### src/rtl/ras_pkg.sv
package ras_pkg;

  typedef enum logic [1:0] {
    RS_IDLE  = 2'd0,
    RS_WAIT  = 2'd1,
    RS_PULSE = 2'd2
  } rs_state_e;

endpackage

### src/rtl/ras_edge_sync.sv
// Multi-stage synchronizer followed by a change detector.
module ras_edge_sync #(
  parameter int   STAGES  = 2,
  parameter logic RST_VAL = 1'b0
) (
  input  logic clk,
  input  logic rst_n,
  input  logic din,
  output logic level_o,
  output logic change_o
);

  logic [STAGES-1:0] chain_q;
  logic              last_q;

  for (genvar i = 0; i < STAGES; i++) begin : g_stage
    if (i == 0) begin : g_first
      always_ff @(posedge clk or negedge rst_n) begin
        if (!rst_n) chain_q[0] <= RST_VAL;
        else        chain_q[0] <= din;
      end
    end else begin : g_next
      always_ff @(posedge clk or negedge rst_n) begin
        if (!rst_n) chain_q[i] <= RST_VAL;
        else        chain_q[i] <= chain_q[i-1];
      end
    end
  end

  always_ff @(posedge clk or negedge rst_n) begin
    if (!rst_n) last_q <= RST_VAL;
    else        last_q <= chain_q[STAGES-1];
  end

  assign level_o  = chain_q[STAGES-1];
  assign change_o = chain_q[STAGES-1] ^ last_q;

endmodule

### src/rtl/ras_resync_gen.sv
// Delayed resync pulse launched by a falling reference edge.
module ras_resync_gen
  import ras_pkg::*;
#(
  parameter int CW = 16
) (
  input  logic          clk,
  input  logic          rst_n,
  input  logic          ref_fall_i,
  input  logic          lost_i,
  input  logic [CW-1:0] cfg_delay_i,
  input  logic [CW-1:0] cfg_width_i,
  output logic          sync_o,
  output logic          start_o
);

  rs_state_e     st_q, st_d;
  logic [CW-1:0] cnt_q, cnt_d;
  logic          cnt_en;

  always_comb begin
    st_d    = st_q;
    cnt_d   = cnt_q;
    start_o = 1'b0;
    unique case (st_q)
      RS_IDLE: begin
      end
      RS_WAIT: begin
        if (cnt_q == '0) begin
          st_d    = RS_PULSE;
          start_o = 1'b1;
          cnt_d   = (cfg_width_i == '0) ? '0 : cfg_width_i - 1'b1;
        end else begin
          cnt_d = cnt_q - 1'b1;
        end
      end
      RS_PULSE: begin
        if (cnt_q == '0) st_d = RS_IDLE;
        else             cnt_d = cnt_q - 1'b1;
      end
      default: st_d = RS_IDLE;
    endcase
    if (ref_fall_i && !lost_i) begin
      st_d    = RS_WAIT;
      cnt_d   = cfg_delay_i;
      start_o = 1'b0;
    end
  end

  assign cnt_en = (st_q != RS_IDLE) || (ref_fall_i && !lost_i);

  always_ff @(posedge clk or negedge rst_n) begin
    if (!rst_n) st_q <= RS_IDLE;
    else        st_q <= st_d;
  end

  always_ff @(posedge clk or negedge rst_n) begin
    if (!rst_n)      cnt_q <= '0;
    else if (cnt_en) cnt_q <= cnt_d;
  end

  assign sync_o = (st_q == RS_PULSE);

  // a falling edge seen while lost leaves an idle generator idle
  a_r7_lost_no_pulse: assert property (@(posedge clk) disable iff (!rst_n)
    (ref_fall_i && lost_i && st_q == RS_IDLE) |=> (st_q == RS_IDLE));

  // the pulse is only entered from the delay phase
  a_r1_pulse_after_wait: assert property (@(posedge clk) disable iff (!rst_n)
    $rose(sync_o) |-> ($past(st_q) == RS_WAIT));

endmodule

### src/rtl/ras_settle_mask.sv
// Settling window started by each resync pulse.
module ras_settle_mask #(
  parameter int CW = 16
) (
  input  logic          clk,
  input  logic          rst_n,
  input  logic          start_i,
  input  logic [CW-1:0] cfg_settle_i,
  output logic          settling_o
);

  logic [CW-1:0] cnt_q, cnt_d;
  logic          cnt_en;

  always_comb begin
    cnt_d = cnt_q;
    if (start_i)            cnt_d = cfg_settle_i;
    else if (cnt_q != '0)   cnt_d = cnt_q - 1'b1;
  end

  assign cnt_en = start_i || (cnt_q != '0);

  always_ff @(posedge clk or negedge rst_n) begin
    if (!rst_n)      cnt_q <= '0;
    else if (cnt_en) cnt_q <= cnt_d;
  end

  assign settling_o = (cnt_q != '0);

  // a resync with a nonzero window masks the following cycle
  a_r4_window_opens: assert property (@(posedge clk) disable iff (!rst_n)
    (start_i && cfg_settle_i != '0) |=> settling_o);

endmodule

### src/rtl/ras_ref_watch.sv
// Reference activity watchdog.
module ras_ref_watch #(
  parameter int TIMEOUT_CYC = 20000
) (
  input  logic clk,
  input  logic rst_n,
  input  logic edge_i,
  output logic lost_o
);

  localparam int             TW    = $clog2(TIMEOUT_CYC + 1);
  localparam logic [TW-1:0]  LIMIT = TW'(TIMEOUT_CYC - 1);

  logic [TW-1:0] cnt_q, cnt_d;
  logic          lost_q, lost_d;
  logic          cnt_en;

  always_comb begin
    cnt_d  = cnt_q;
    lost_d = lost_q;
    if (edge_i) begin
      cnt_d  = '0;
      lost_d = 1'b0;
    end else if (cnt_q == LIMIT) begin
      lost_d = 1'b1;
    end else begin
      cnt_d = cnt_q + 1'b1;
    end
  end

  assign cnt_en = edge_i || (cnt_q != LIMIT) || !lost_q;

  always_ff @(posedge clk or negedge rst_n) begin
    if (!rst_n) begin
      cnt_q  <= '0;
      lost_q <= 1'b0;
    end else if (cnt_en) begin
      cnt_q  <= cnt_d;
      lost_q <= lost_d;
    end
  end

  assign lost_o = lost_q;

  // any reference edge clears the lost state
  a_r7_edge_clears: assert property (@(posedge clk) disable iff (!rst_n)
    edge_i |=> !lost_o);

endmodule

### src/rtl/ref_aligned_sampler.sv
module ref_aligned_sampler
  import ras_pkg::*;
#(
  parameter int DW          = 24,
  parameter int CW          = 16,
  parameter int SYNC_STAGES = 2,
  parameter int TIMEOUT_CYC = 20000
) (
  input  logic          clk,
  input  logic          rst_n,
  input  logic          ref_in,
  input  logic          drdy_n,
  input  logic [DW-1:0] ch0_word,
  input  logic [DW-1:0] ch1_word,
  input  logic [CW-1:0] cfg_sync_delay,
  input  logic [CW-1:0] cfg_sync_width,
  input  logic [CW-1:0] cfg_settle,
  output logic          sync_out,
  output logic          smp_valid,
  output logic [DW-1:0] smp_ch0,
  output logic [DW-1:0] smp_ch1,
  output logic          ref_lost,
  output logic          miss_flag,
  output logic          unsettled_flag
);

  // reset: asynchronous assert, synchronous release
  logic [1:0] rst_pipe_q;
  logic       rst_core_n;

  always_ff @(posedge clk or negedge rst_n) begin
    if (!rst_n) rst_pipe_q <= '0;
    else        rst_pipe_q <= {rst_pipe_q[0], 1'b1};
  end
  assign rst_core_n = rst_pipe_q[1];

  // edge detection
  logic ref_lvl, ref_chg, ref_rise, ref_fall;
  logic drdy_lvl, drdy_chg, drdy_fall;

  ras_edge_sync #(.STAGES(SYNC_STAGES), .RST_VAL(1'b0)) u_ref_sync (
    .clk      (clk),
    .rst_n    (rst_core_n),
    .din      (ref_in),
    .level_o  (ref_lvl),
    .change_o (ref_chg)
  );

  ras_edge_sync #(.STAGES(SYNC_STAGES), .RST_VAL(1'b1)) u_drdy_sync (
    .clk      (clk),
    .rst_n    (rst_core_n),
    .din      (drdy_n),
    .level_o  (drdy_lvl),
    .change_o (drdy_chg)
  );

  assign ref_rise  = ref_chg &  ref_lvl;
  assign ref_fall  = ref_chg & ~ref_lvl;
  assign drdy_fall = drdy_chg & ~drdy_lvl;

  // watchdog, resync and settling
  logic lost, rs_start, settling;

  ras_ref_watch #(.TIMEOUT_CYC(TIMEOUT_CYC)) u_watch (
    .clk    (clk),
    .rst_n  (rst_core_n),
    .edge_i (ref_chg),
    .lost_o (lost)
  );

  ras_resync_gen #(.CW(CW)) u_resync (
    .clk         (clk),
    .rst_n       (rst_core_n),
    .ref_fall_i  (ref_fall),
    .lost_i      (lost),
    .cfg_delay_i (cfg_sync_delay),
    .cfg_width_i (cfg_sync_width),
    .sync_o      (sync_out),
    .start_o     (rs_start)
  );

  ras_settle_mask #(.CW(CW)) u_settle (
    .clk          (clk),
    .rst_n        (rst_core_n),
    .start_i      (rs_start),
    .cfg_settle_i (cfg_settle),
    .settling_o   (settling)
  );

  // slot selection
  logic armed_q, armed_d;
  logic got_q, got_d;
  logic started_q, started_d;
  logic miss_q, miss_d;
  logic unset_q, unset_d;
  logic valid_q;
  logic accept, drop;
  logic [DW-1:0] ch0_q, ch1_q;

  always_comb begin
    accept    = drdy_fall && armed_q && !ref_rise && !settling;
    drop      = drdy_fall && armed_q && !ref_rise &&  settling;
    armed_d   = armed_q;
    got_d     = got_q;
    if (ref_rise) begin
      armed_d = 1'b1;
      got_d   = 1'b0;
    end else if (drdy_fall) begin
      armed_d = 1'b0;
      if (accept) got_d = 1'b1;
    end
    started_d = started_q | ref_rise;
    miss_d    = miss_q  | (ref_rise & started_q & ~got_q);
    unset_d   = unset_q | drop;
  end

  always_ff @(posedge clk or negedge rst_core_n) begin
    if (!rst_core_n) begin
      armed_q   <= 1'b0;
      got_q     <= 1'b0;
      started_q <= 1'b0;
      miss_q    <= 1'b0;
      unset_q   <= 1'b0;
      valid_q   <= 1'b0;
    end else begin
      armed_q   <= armed_d;
      got_q     <= got_d;
      started_q <= started_d;
      miss_q    <= miss_d;
      unset_q   <= unset_d;
      valid_q   <= accept;
    end
  end

  always_ff @(posedge clk or negedge rst_core_n) begin
    if (!rst_core_n) begin
      ch0_q <= '0;
      ch1_q <= '0;
    end else if (accept) begin
      ch0_q <= ch0_word;
      ch1_q <= ch1_word;
    end
  end

  assign smp_valid      = valid_q;
  assign smp_ch0        = ch0_q;
  assign smp_ch1        = ch1_q;
  assign ref_lost       = lost;
  assign miss_flag      = miss_q;
  assign unsettled_flag = unset_q;

  // the strobe never lasts two clocks
  a_r3_single_strobe: assert property (@(posedge clk) disable iff (!rst_core_n)
    smp_valid |=> !smp_valid);

  // nothing is accepted while the settle window is open
  a_r4_no_accept_settling: assert property (@(posedge clk) disable iff (!rst_core_n)
    smp_valid |-> !$past(settling));

  // sample words only change with a strobe
  a_r9_hold_words: assert property (@(posedge clk) disable iff (!rst_core_n)
    !smp_valid |-> ($stable(smp_ch0) && $stable(smp_ch1)));

  // the missed-period flag rises only on a reference rise
  a_r6_miss_on_rise: assert property (@(posedge clk) disable iff (!rst_core_n)
    $rose(miss_flag) |-> $past(ref_rise));

  // the unsettled flag rises only on a data-ready edge inside the window
  a_r5_unsettled_cause: assert property (@(posedge clk) disable iff (!rst_core_n)
    $rose(unsettled_flag) |-> $past(drdy_fall && settling));

endmodule

### config.mk
export PLATFORM = sky130hd
export DESIGN_NAME = ref_aligned_sampler
export DESIGN_NICKNAME = d
export VERILOG_FILES = /design/src/rtl/ras_pkg.sv /design/src/rtl/ras_edge_sync.sv /design/src/rtl/ras_resync_gen.sv /design/src/rtl/ras_settle_mask.sv /design/src/rtl/ras_ref_watch.sv /design/src/rtl/ref_aligned_sampler.sv
export SDC_FILE = /design/constraint.sdc
export NUM_CORES = 1
export LEC_CHECK = 0
export BUFFER_PORTS_ARGS = -buffer_cell sky130_fd_sc_hd__buf_2
export CAP_MARGIN = 20
export CORE_MARGIN = 5
export CORE_UTILIZATION = 53
export CTS_CLUSTER_SIZE = 12
export DETAILED_ROUTE_END_ITERATION = 12
export GPL_TIMING_DRIVEN = 0
export PLACE_DENSITY = 0.77
export SYNTH_ARGS = -nofsm -noshare
export SYNTH_HDL_FRONTEND = slang
export SYNTH_SLANG_ARGS = --single-unit
### constraint.sdc
create_clock -name clk -period 3.9 [get_ports clk]
set_clock_uncertainty 0.1 [all_clocks]
set_input_delay 0.195 -clock clk [delete_from_list [all_inputs] [get_ports clk]]
set_output_delay 0.195 -clock clk [all_outputs]
set_load 0.01 [all_outputs]
==> results of run 1 <==
==> sequential cells by signal (all words and copies together), names as in the netlist, 2 cells and up <==
signal          flops
smp_ch0            24
u_watch.cnt_q      15
u_resync.cnt_q     16
u_resync.st_q       2
u_settle.cnt_q     16
rst_pipe_q          2
smp_ch1            24
==> logic make-up after synthesis <==
kind of cell	synth area share, %
xor+xnor	6.66
simple gates	27.5
compound gates	8.67
other cells	0.0679
mux	1.77
buf+inv	2.97
flops	50.8
fa+ha+maj	1.58
==> final cells by class <==
cell class              count  area (um^2)
inverters                  12         45.0
multi-input cells         459         2560
fillers                   735         2720
diodes                      1         2.50
well taps                 136          170
clock buffers              14          163
repair buffers            235         1610
plain buffers              23          119
clock inverters             2         37.5
flip-flops and latches    112         2810
==> final timing paths <==
check                                endpoint  depth (start not counted)                from
min in group clk           u_resync.cnt_q[14]                          3  cfg_sync_delay[14]
setup / recovery           u_settle.cnt_q[12]                          8   u_resync.cnt_q[6]
hold reg to reg                    smp_ch0[1]                          0       rst_pipe_q[1]
setup reg to reg           u_settle.cnt_q[12]                          8   u_resync.cnt_q[6]
max in group asynchronous          smp_ch1[5]                          1       rst_pipe_q[1]
hold / removal                  rst_pipe_q[1]                          2               rst_n
==> power by group through the flow <==
stage / logic, mW / registers [mW] / clock network (mW)
3_3_place_gp: 0.358 / 1.40 / 0
4_1_cts: 0.455 / 1.37 / 0.724
2_1_floorplan: 0.258 / 1.38 / 0
3_5_place_dp: 0.388 / 1.39 / 0
5_1_grt: 0.510 / 1.39 / 0.773
6_report: 0.458 / 1.38 / 0.692
==> per-stage QoR <==
step / TNS, ps / cell area [um^2]
floorplan: 0 / 5530
global route: 0 / 7510
detailed placement: 0 / 6490
CTS: 0 / 7510
finish: 0 / 7510
global placement: -73190 / 6460
==> what timing repair did <==
action	4_1_cts	5_1_grt
hold buffers	82	0
endpoints found under the hold margin	83	0
endpoints found under the setup margin	0	0
==> layer usage <==
metal  part of all wire, %  global-route usage (%)  vias up
met4                   3.7                    11.3        0
met1                    40                    30.1     2555
met5                     0                       0        -
met3                   5.4                    5.34       45
li1                      -                       -     2538
met2                    51                    42.0      182
==> cell usage in the layout, fill, tap and decap left out, drive strengths merged, types with 5 or more instances in the layout <==
cell type / count
nor2b: 7
or3: 6
nand4: 10
o21ai: 37
xor2: 22
xnor2: 20
dlygate4sd3: 82
nand2: 175
nor4: 8
ha: 7
nand3b: 5
buf: 169
and2: 13
a21oi: 14
clkbuf: 21
mux2: 6
inv: 12
nor2: 34
dfrtp: 109
nor3: 26
nand3: 14
==> results.py, run 1 <==
metrics = {
    "status": {
        "status": "finished clean",
    },
    "timing": {
        "slew_headroom_pct": 56.1,
        "finalCriticalPeriod_ps": 2440,
        "slew_violations": 0,
        "hold_viol_final": 0,
        "fmax_ghz": 0.411,
        "min_period_over_period_pct": 62.4,
        "hold_slack_ps": 28.4,
        "worst_pin_slew_ps": 653,
        "layout_setup_ws_ps": 1460,
        "setup_violations": 0,
        "rsz0062_at_grt": "false",
    },
    "cts": {
        "cts_htree_levels": 3,
        "clock-sinks": 112,
        "ctsResizeCount": 0,
        "cts_setup_buffers": 0,
        "clock_tree.root_cell": "clkbuf_8",
        "cts_tree": "done",
        "cts_made_buffers": 9,
        "insertion_delay_ps": 370,
        "cts.reportedPaths.clkPinSlew_ps": 100,
        "cts_buffer_depth": 2,
    },
    "yosys": {
        "synthTopCellsByArea": "dfrtp_1 (49%), nand2_1 (12%), xor2_1 (3.5%), o21ai_0 (3.4%), xnor2_1 (3.2%)",
        "ys.warnings.count": 0,
        "synth_top_area_share_pct": 49.4,
        "syn_avg_cell_area_um2": 9.12,
        "synth.most_common_cell": "nand2_1",
        "synth_top_area_cell": "dfrtp_1",
        "synth_edf_count": 0,
        "yosys-top-cells-count": "nand2_1 (173), dfrtp_1 (109), o21ai_0 (37)",
        "ys.flop_type": "dfrtp_1",
        "syn-cell-area_um2": 5530,
        "syn_inst": 606,
        "yosysUniqueCellTypes": 57,
        "synth-seq-cells": 112,
        "synthArstFlopShare_pct": 100,
        "seq_area_frac_synth_pct": 50.8,
        "synth_fp_nets": 713,
    },
    "drt": {
        "drc": 0,
        "routed_wl_mm": 15.3,
        "drtPass1Iterations": 5,
        "drtAntennaViolNets": 0,
        "dr.first_iter.drc_count": 413,
        "dr_total_vias": 5320,
        "wire_per_inst_um": 15.4,
        "vias_per_cell": 5.35,
    },
    "die": {
        "die_area_um2": 12600,
        "start_util_pct": 54.0,
        "core_area_um2": 10200,
        "die_h_um": 112,
        "rows": 37,
        "fp.dieW_um": 112,
        "ios": 153,
    },
    "global_route": {
        "grt_pass1_vias": 5379,
        "grt_start_max_net_pins": 64,
        "gr-total-overflow": 0,
        "antenna_found_initial": 1,
        "track_usage_pct": 24.7,
        "grt_pass1_wl_mm": 25.6,
    },
    "cells_and_area": {
        "stdcell_count": 994,
        "final_util_pct": 73.4,
        "layout.nets": 959,
        "drive_gt1_share_pct": 24.4,
        "area_delta_synth_final_pct": 35.9,
    },
    "pwr": {
        "seqPwrFrac_pct": 54.5,
        "p_int_mw": 1.84,
        "totalPowerFinal_mw": 2.53,
        "p_comb_share_pct": 18.1,
        "power.density_nw_per_um2": 337,
        "power.switching_mw": 0.692,
        "p_sw_share_pct": 27.4,
        "clkPwrFrac_pct": 27.4,
        "ir_worst_vdd_mv": 0.292,
        "leakage_nw": 3.24,
    },
    "worst_setup_path": {
        "worstPathMaxFanout": 10,
        "crit_path_top_delay_cell": "nor3_1",
        "cp_top_family": "simple AND/OR/NAND/NOR gates",
        "reg2reg_slack_ps": 1460,
        "cpMostUsedCell": "buf_4",
        "cp-end-kind": "register",
        "arrival_ps": 2610,
        "critPathBufInv": 2,
        "crit_type": "register to register",
        "slowest_delay_ps": 480,
        "crit_chain": "nor3_1 -> nand4_1 -> nor3_2 -> and3_1 -> buf_4 -> buf_4 -> nand2_1 -> o21ai_0",
        "crit_path_start_kind": "register",
        "crit_required_ps": 4070,
    },
    "hold_path": {
        "hold_path_class": "primary input to asynchronous set/reset pin",
    },
    "placement": {
        "post-place-ws_ps": 1540,
        "dpl.hpwl_mm": 10.3,
        "dp.cells": 895,
        "port_buffers": 152,
        "gp_congestion": 0.919,
    },
    "flow_run": {
        "drv_cap": 0,
    },
}
Power figures use the tool's default switching activity.
==> run 2, diff against run 1 <==
Settings changed: ABC_AREA set to 1, CORE_UTILIZATION 53 to 49, PLACE_DENSITY 0.77 to 0.73.
Clock period 3.9 ns to 2.1 ns, I/O delays scaled along.
==> results.py, run 2 <==
metrics = {
    "pwr": {
        "leakage_nw": 4.10,
        "ir_worst_vdd_mv": 0.426,
        "power.density_nw_per_um2": 664,
    },
    "timing": {
        "min_period_over_period_pct": 94.8,
        "hold_slack_ps": 4.16,
        "setup_violations": 0,
        "finalCriticalPeriod_ps": 1990,
        "slew_violations": 0,
        "fmax_ghz": 0.502,
        "slew_headroom_pct": 53.6,
        "worst_pin_slew_ps": 697,
        "setup_tns_ps": 0,
        "hold_viol_final": 0,
    },
    "yosys": {
        "syn_avg_cell_area_um2": 7.13,
        "synth_fp_nets": 957,
        "synth_edf_count": 0,
        "synthArstFlopShare_pct": 100,
        "ys.warnings.count": 0,
        "syn_inst": 850,
        "synthTopCellsByArea": "dfrtp_1 (45%), nand2_1 (22%), nor2_1 (6.2%), inv_1 (4.7%), nand3_1 (4.1%)",
        "synth-seq-cells": 112,
        "synth_top_area_cell": "dfrtp_1",
        "yosysUniqueCellTypes": 35,
        "syn-cell-area_um2": 6060,
        "synth_top_area_share_pct": 45.0,
        "seq_area_frac_synth_pct": 46.3,
        "synth.most_common_cell": "nand2_1",
        "yosys-top-cells-count": "nand2_1 (361), dfrtp_1 (109), nor2_1 (100)",
        "ys.flop_type": "dfrtp_1",
    },
    "placement": {
        "port_buffers": 152,
        "gp_congestion": 0.968,
        "dp.cells": 1171,
        "post_dp_cell_area_um2": 7060,
        "dpl.hpwl_mm": 11.8,
    },
    "drt": {
        "drtPass1Iterations": 5,
        "wire_per_inst_um": 13.5,
        "dr_total_vias": 6236,
        "dr.first_iter.drc_count": 534,
        "drc": 0,
        "drtAntennaViolNets": 0,
        "routed_wl_mm": 17.1,
        "vias_per_cell": 4.91,
    },
    "worst_setup_path": {
        "reg2reg_to": "smp_ch1[15]",
        "worstPathMaxFanout": 10,
        "cpMostUsedCell": "nand2_1",
        "slowest_delay_ps": 440,
        "endpoint": "smp_ch1[15]",
        "arrival_ps": 2180,
        "cp-end-kind": "register",
        "worst-path-stages": 9,
        "cp_top_family": "simple AND/OR/NAND/NOR gates",
        "crit_type": "register to register",
        "crit_required_ps": 2290,
        "crit_chain": "nor2_2 -> nand2_1 -> nor4_1 -> nand4_1 -> nor2_4 -> buf_6 -> buf_4 -> nand2_1 -> nand2_1",
        "crit_path_start_kind": "register",
        "r2r_cells": 9,
        "critPathBufInv": 2,
        "crit_start": "u_settle.cnt_q[9]",
        "reg2reg_slack_ps": 110,
        "crit_path_top_delay_cell": "dfrtp_1",
        "r2r_start": "u_settle.cnt_q[9]",
    },
    "die": {
        "die_h_um": 121,
        "ios": 153,
        "rows": 40,
        "fp.dieW_um": 121,
        "die_area_um2": 14700,
        "core_area_um2": 12100,
        "start_util_pct": 50.3,
    },
    "cts": {
        "cts_htree_levels": 3,
        "cts_tree": "done",
        "insertion_delay_ps": 350,
        "cts.reportedPaths.clkPinSlew_ps": 80,
        "clock-sinks": 112,
        "cts_buffer_depth": 2,
        "cts_made_buffers": 9,
        "clock_tree.root_cell": "clkbuf_16",
    },
    "status": {
        "status": "finished clean",
    },
    "cells_and_area": {
        "drive_gt1_share_pct": 20.9,
        "fill_cells": 983,
        "stdcell_count": 1269,
        "layout.nets": 1201,
        "mostFrequentLayoutCells": "nand2_1 (358), buf_2 (161), dfrtp_1 (108)",
        "design_area_um2": 8280,
        "final_common_cell": "nand2_1",
        "area_delta_synth_final_pct": 36.6,
    },
    "hold_path": {
        "hold_path_class": "primary input to register",
    },
    "global_route": {
        "track_usage_pct": 23.2,
        "grt_pass1_vias": 5992,
        "grt_pass1_wl_mm": 27.5,
        "antenna_found_initial": 0,
        "gr-total-overflow": 0,
        "grt_start_max_net_pins": 62,
    },
    "flow_run": {
        "drv_cap": 0,
    },
}
==> run 2: cell count changes after synthesis, sizes merged, moves of 6 or more <==
| cell | delta |
|---|---|
| xnor2 | -10 |
| o21ai | -15 |
| mux2 | -6 |
| nor2b | -7 |
| nor2 | +70 |
| or3 | -6 |
| nand2 | +186 |
| xor2 | -8 |
| and2 | -11 |
| nand3 | +36 |
| nor3 | -15 |
| inv | +66 |
==> run 2: cell type report <==
class                           instances  area [um^2]  share of cell area [%]
Clock buffer                            9          225                    2.72
Tap cell                              168          210                    2.54
Buffer                                 22          139                    1.68
Timing Repair Buffer                  234         1590                    19.2
Multi-Input combinational cell        637         2940                    35.5
Inverter                               78          293                    3.54
Antenna cell                            2         5.00                  0.0604
Clock inverter                          7         70.1                   0.846
Sequential cell                       112         2810                    33.9
==> run 2: worst min path at each step <==
stage,from,end,slack (ps),cells after the start
finish,cfg_sync_delay[0],u_resync.cnt_q[0],4,5
global route,cfg_sync_delay[7],u_resync.cnt_q[7],30,5
CTS,cfg_sync_delay[7],u_resync.cnt_q[7],1,5
detailed placement,rst_n,rst_pipe_q[0],-210,1
global placement,rst_n,rst_pipe_q[0],-210,1
floorplan,rst_n,rst_pipe_q[0],-290,0
==> run 2: cells by family after synthesis <==
kind of cell / share of synthesized area (%)
adders and majority gates: 1.44
and+or+nand+nor: 36.9
buffers and inverters: 6.89
xor gates and xnor gates: 3.47
AOI/OAI and AO/OA: 4.93
other: 0.0619
DFF: 46.3
==> run 2: stage by stage <==
| step | util [%] | power, mW | worst slack [ps] |
|---|---|---|---|
| after floorplan | - | 3.31 | 130 |
| after global placement | 58.3 | 3.60 | -581 |
| after detailed placement | 58.6 | 3.62 | -118 |
| after CTS | 67.7 | 5.45 | 11.8 |
| after global routing | 68.6 | 5.83 | -12.4 |
| final | 68.7 | 5.50 | 109 |
==> run 2: timing repair <==
| item | CTS | global route |
|---|---|---|
| setup endpoints to repair | 67 | 81 |
| gates resized for setup | 10 | 29 |
| buffers inserted | 2 | 3 |
| endpoints found under the hold margin | 76 | 0 |
| hold buffers | 76 | 0 |
| pin swaps | 3 | 3 |
==> run 2: worst min-delay path, stage by stage <==
cell and delay (ps):
buf_2 80, nor2_1 40, nor2_1 90, nand2_1 60, nand2_1 50
==> run 2: report_power, final <==
part | switching, mW | internal [mW] | leakage, nW
Combinational | 0.671 | 0.538 | 2.76
Clock | 0.866 | 0.838 | 0.141
Sequential | 0.244 | 2.34 | 1.20
Total | 1.78 | 3.71 | 4.10
==> run 2: metal layers <==
| layer | routed length [um] | GRT usage (%) |
|---|---|---|
| met5 | 0 | 0 |
| met4 | 596 | 10.2 |
| met3 | 1050 | 5.08 |
| met2 | 8430 | 38.4 |
| met1 | 7050 | 29.1 |
==> run 3, diff against run 2 <==
Settings changed: MAX_ROUTING_LAYER set to met4, SYNTH_HIERARCHICAL set to 1.
==> results.py, run 3 <==
metrics = {
    "die": {
        "die_area_um2": 15700,
        "ios": 153,
        "core_area_um2": 13100,
        "start_util_pct": 49.7,
        "fp.dieW_um": 125,
        "die_h_um": 125,
        "rows": 42,
    },
    "yosys": {
        "syn-cell-area_um2": 6530,
        "synth_top_area_cell": "dfrtp_1",
        "yosys-top-cells-count": "nand2_1 (302), nor2_1 (112), dfrtp_1 (109)",
        "seq_area_frac_synth_pct": 43.0,
        "synth_edf_count": 0,
        "syn_inst": 892,
        "synth_top_area_share_pct": 41.8,
        "yosysUniqueCellTypes": 43,
        "ys.warnings.count": 6,
        "syn_avg_cell_area_um2": 7.32,
        "ys.flop_type": "dfrtp_1",
        "synth_fp_nets": 997,
        "synthArstFlopShare_pct": 100,
        "synth-seq-cells": 112,
        "synthTopCellsByArea": "dfrtp_1 (42%), nand2_1 (17%), nand3_1 (7.7%), nor2_1 (6.4%), inv_1 (4.3%)",
        "synth.most_common_cell": "nand2_1",
    },
    "drt": {
        "dr.first_iter.drc_count": 399,
        "vias_per_cell": 4.99,
        "routed_wl_mm": 19.1,
        "drtAntennaViolNets": 0,
        "wire_per_inst_um": 14.2,
        "drc": 0,
        "drtPass1Iterations": 5,
        "dr_total_vias": 6691,
    },
    "cells_and_area": {
        "layout.nets": 1265,
        "design_area_um2": 8980,
        "mostFrequentLayoutCells": "nand2_1 (300), buf_2 (157), nor2_1 (108), dfrtp_1 (108), nand3_1 (97)",
        "final_common_cell": "nand2_1",
        "drive_gt1_share_pct": 26.7,
        "num_antenna_cells": 0,
        "final_util_pct": 68.4,
        "area_delta_synth_final_pct": 37.5,
    },
    "hold_path": {
        "hold_path_class": "primary input to register",
    },
    "worst_setup_path": {
        "crit_chain": "nor2_2 -> nand2_2 -> nor2_4 -> nand3_2 -> nor3_4 -> buf_4 -> clkbuf_4 -> nand2_1 -> o21ai_1",
        "cp_top_family": "simple AND/OR/NAND/NOR gates",
        "critPathBufInv": 2,
        "worstPathMaxFanout": 10,
        "crit_path_top_delay_cell": "dfrtp_1",
        "slowest_delay_ps": 440,
        "crit_type": "register to register",
        "arrival_ps": 2190,
        "crit_required_ps": 2290,
        "cp-end-kind": "register",
        "crit_path_start_kind": "register",
    },
    "timing": {
        "min_period_over_period_pct": 95.6,
        "hold_slack_ps": 14.9,
        "hold_viol_final": 0,
        "slew_violations": 0,
        "finalCriticalPeriod_ps": 2010,
        "fmax_ghz": 0.498,
        "layout_setup_ws_ps": 91.7,
        "setup_violations": 0,
    },
    "pwr": {
        "power.density_nw_per_um2": 603,
        "ir_worst_vdd_mv": 0.436,
        "leakage_nw": 4.40,
    },
    "status": {
        "status": "finished clean",
    },
    "placement": {
        "port_buffers": 152,
        "dpl.hpwl_mm": 12.6,
        "post_dp_cell_area_um2": 7570,
        "gp_congestion": 0.958,
        "post-place-ws_ps": -501,
    },
    "cts": {
        "cts_made_buffers": 9,
        "clock_tree.root_cell": "clkbuf_16",
        "cts.reportedPaths.clkPinSlew_ps": 80,
        "cts_buffer_depth": 2,
        "insertion_delay_ps": 370,
        "cts_htree_levels": 3,
        "clock-sinks": 112,
        "cts_tree": "done",
    },
    "global_route": {
        "grt_pass1_vias": 6651,
        "grt_start_max_net_pins": 66,
        "gr-total-overflow": 0,
        "grt_pass1_wl_mm": 31.7,
        "antenna_found_initial": 0,
        "track_usage_pct": 25.2,
    },
    "flow_run": {
        "drv_cap": 0,
    },
}
## run 3: cell types whose count changed in the layout (fill, tap and decap cells not counted), moves of 9 or more
| cell | before | now |
|---|---|---|
| a21oi_2 | 0 | 9 |
| buf_4 | 6 | 31 |
| nand2_1 | 358 | 300 |
| nand2_2 | 2 | 12 |
| nand3_1 | 49 | 97 |
| nor2_1 | 91 | 108 |
| nor2_2 | 10 | 20 |
| o21ai_0 | 22 | 12 |
| o21ai_1 | 0 | 17 |
## run 3: final timing paths
kind / from / slack [ps] / cells after the start / to
min in group asynchronous: rst_pipe_q[1] / 20 / 0 / smp_ch0[12]
worst min register to register: rst_pipe_q[1] / 20 / 0 / smp_ch0[12]
max in group asynchronous: rst_pipe_q[1] / 1030 / 2 / u_drdy_sync/last_q
worst max register to register: u_resync/cnt_q[8] / 90 / 9 / u_settle/cnt_q[5]
worst min-delay path: cfg_sync_delay[6] / 10 / 5 / u_resync/cnt_q[6]
worst max-delay path: u_resync/cnt_q[8] / 90 / 9 / u_settle/cnt_q[5]
## run 3: worst min-delay path, cell delays in order
cell     delay [ps]
buf_2            80
nor2_1           40
nor2_1          120
nand2_1          70
nand2_1          50
## run 3: layout make-up
type | count | area [um^2]
buffer | 25 | 218
clock buffer | 10 | 239
clock inverter | 6 | 58.8
fill | 1082 | 4160
inverter | 83 | 323
multi-input combinational | 671 | 3320
sequential | 112 | 2810
tap | 176 | 220
timing repair buffer | 258 | 1790
## run 3: metrics by stage
step           total power [mW]  instances  TNS [ps]
6_report                   5.41       1341         0
5_1_grt                    5.70       1341      -736
4_1_cts                    5.36       1320         0
3_5_place_dp               3.49       1222    -11230
3_3_place_gp               3.46       1220    -77920
2_1_floorplan              3.19        892         0
## run 3: logic make-up (layout without fill, tap and decap cells)
group | count (synthesis) | in the layout | synth area share (%)
and+or+nand+nor | 588 | 588 | 40.8
DFF | 112 | 112 | 43.0
buffers and inverters | 109 | 382 | 7.47
AOI/OAI and AO/OA | 58 | 58 | 5.23
xor gates and xnor gates | 19 | 19 | 2.55
adders and majority gates | 5 | 5 | 0.958
other | 1 | 1 | 0.0574
## run 3: metal layers
metal	vias up	global-route usage [%]	share of wire (%)
met5	-	-	0
met4	0	10.8	3.8
met3	67	6.06	4.6
met2	174	41.5	50
met1	3107	29.5	41
li1	3343	-	-
## run 3: report_power, final
group | total [mW] | internal (mW) | leakage, nW | switching [mW]
Clock | 1.74 | 0.869 | 0.149 | 0.872
Sequential | 2.51 | 2.32 | 1.17 | 0.191
Combinational | 1.17 | 0.531 | 3.08 | 0.635
Total | 5.41 | 3.71 | 4.40 | 1.70
## run 3: timing repair
| action | 4_1_cts | 5_1_grt |
|---|---|---|
| cloned | 0 | 0 |
| hold buffers | 79 | 0 |
| resized for setup | 17 | 29 |
| setup buffers | 4 | 21 |
| pin swaps | 1 | 9 |
| hold endpoints to repair | 79 | 0 |
| setup endpoints to repair | 82 | 83 |
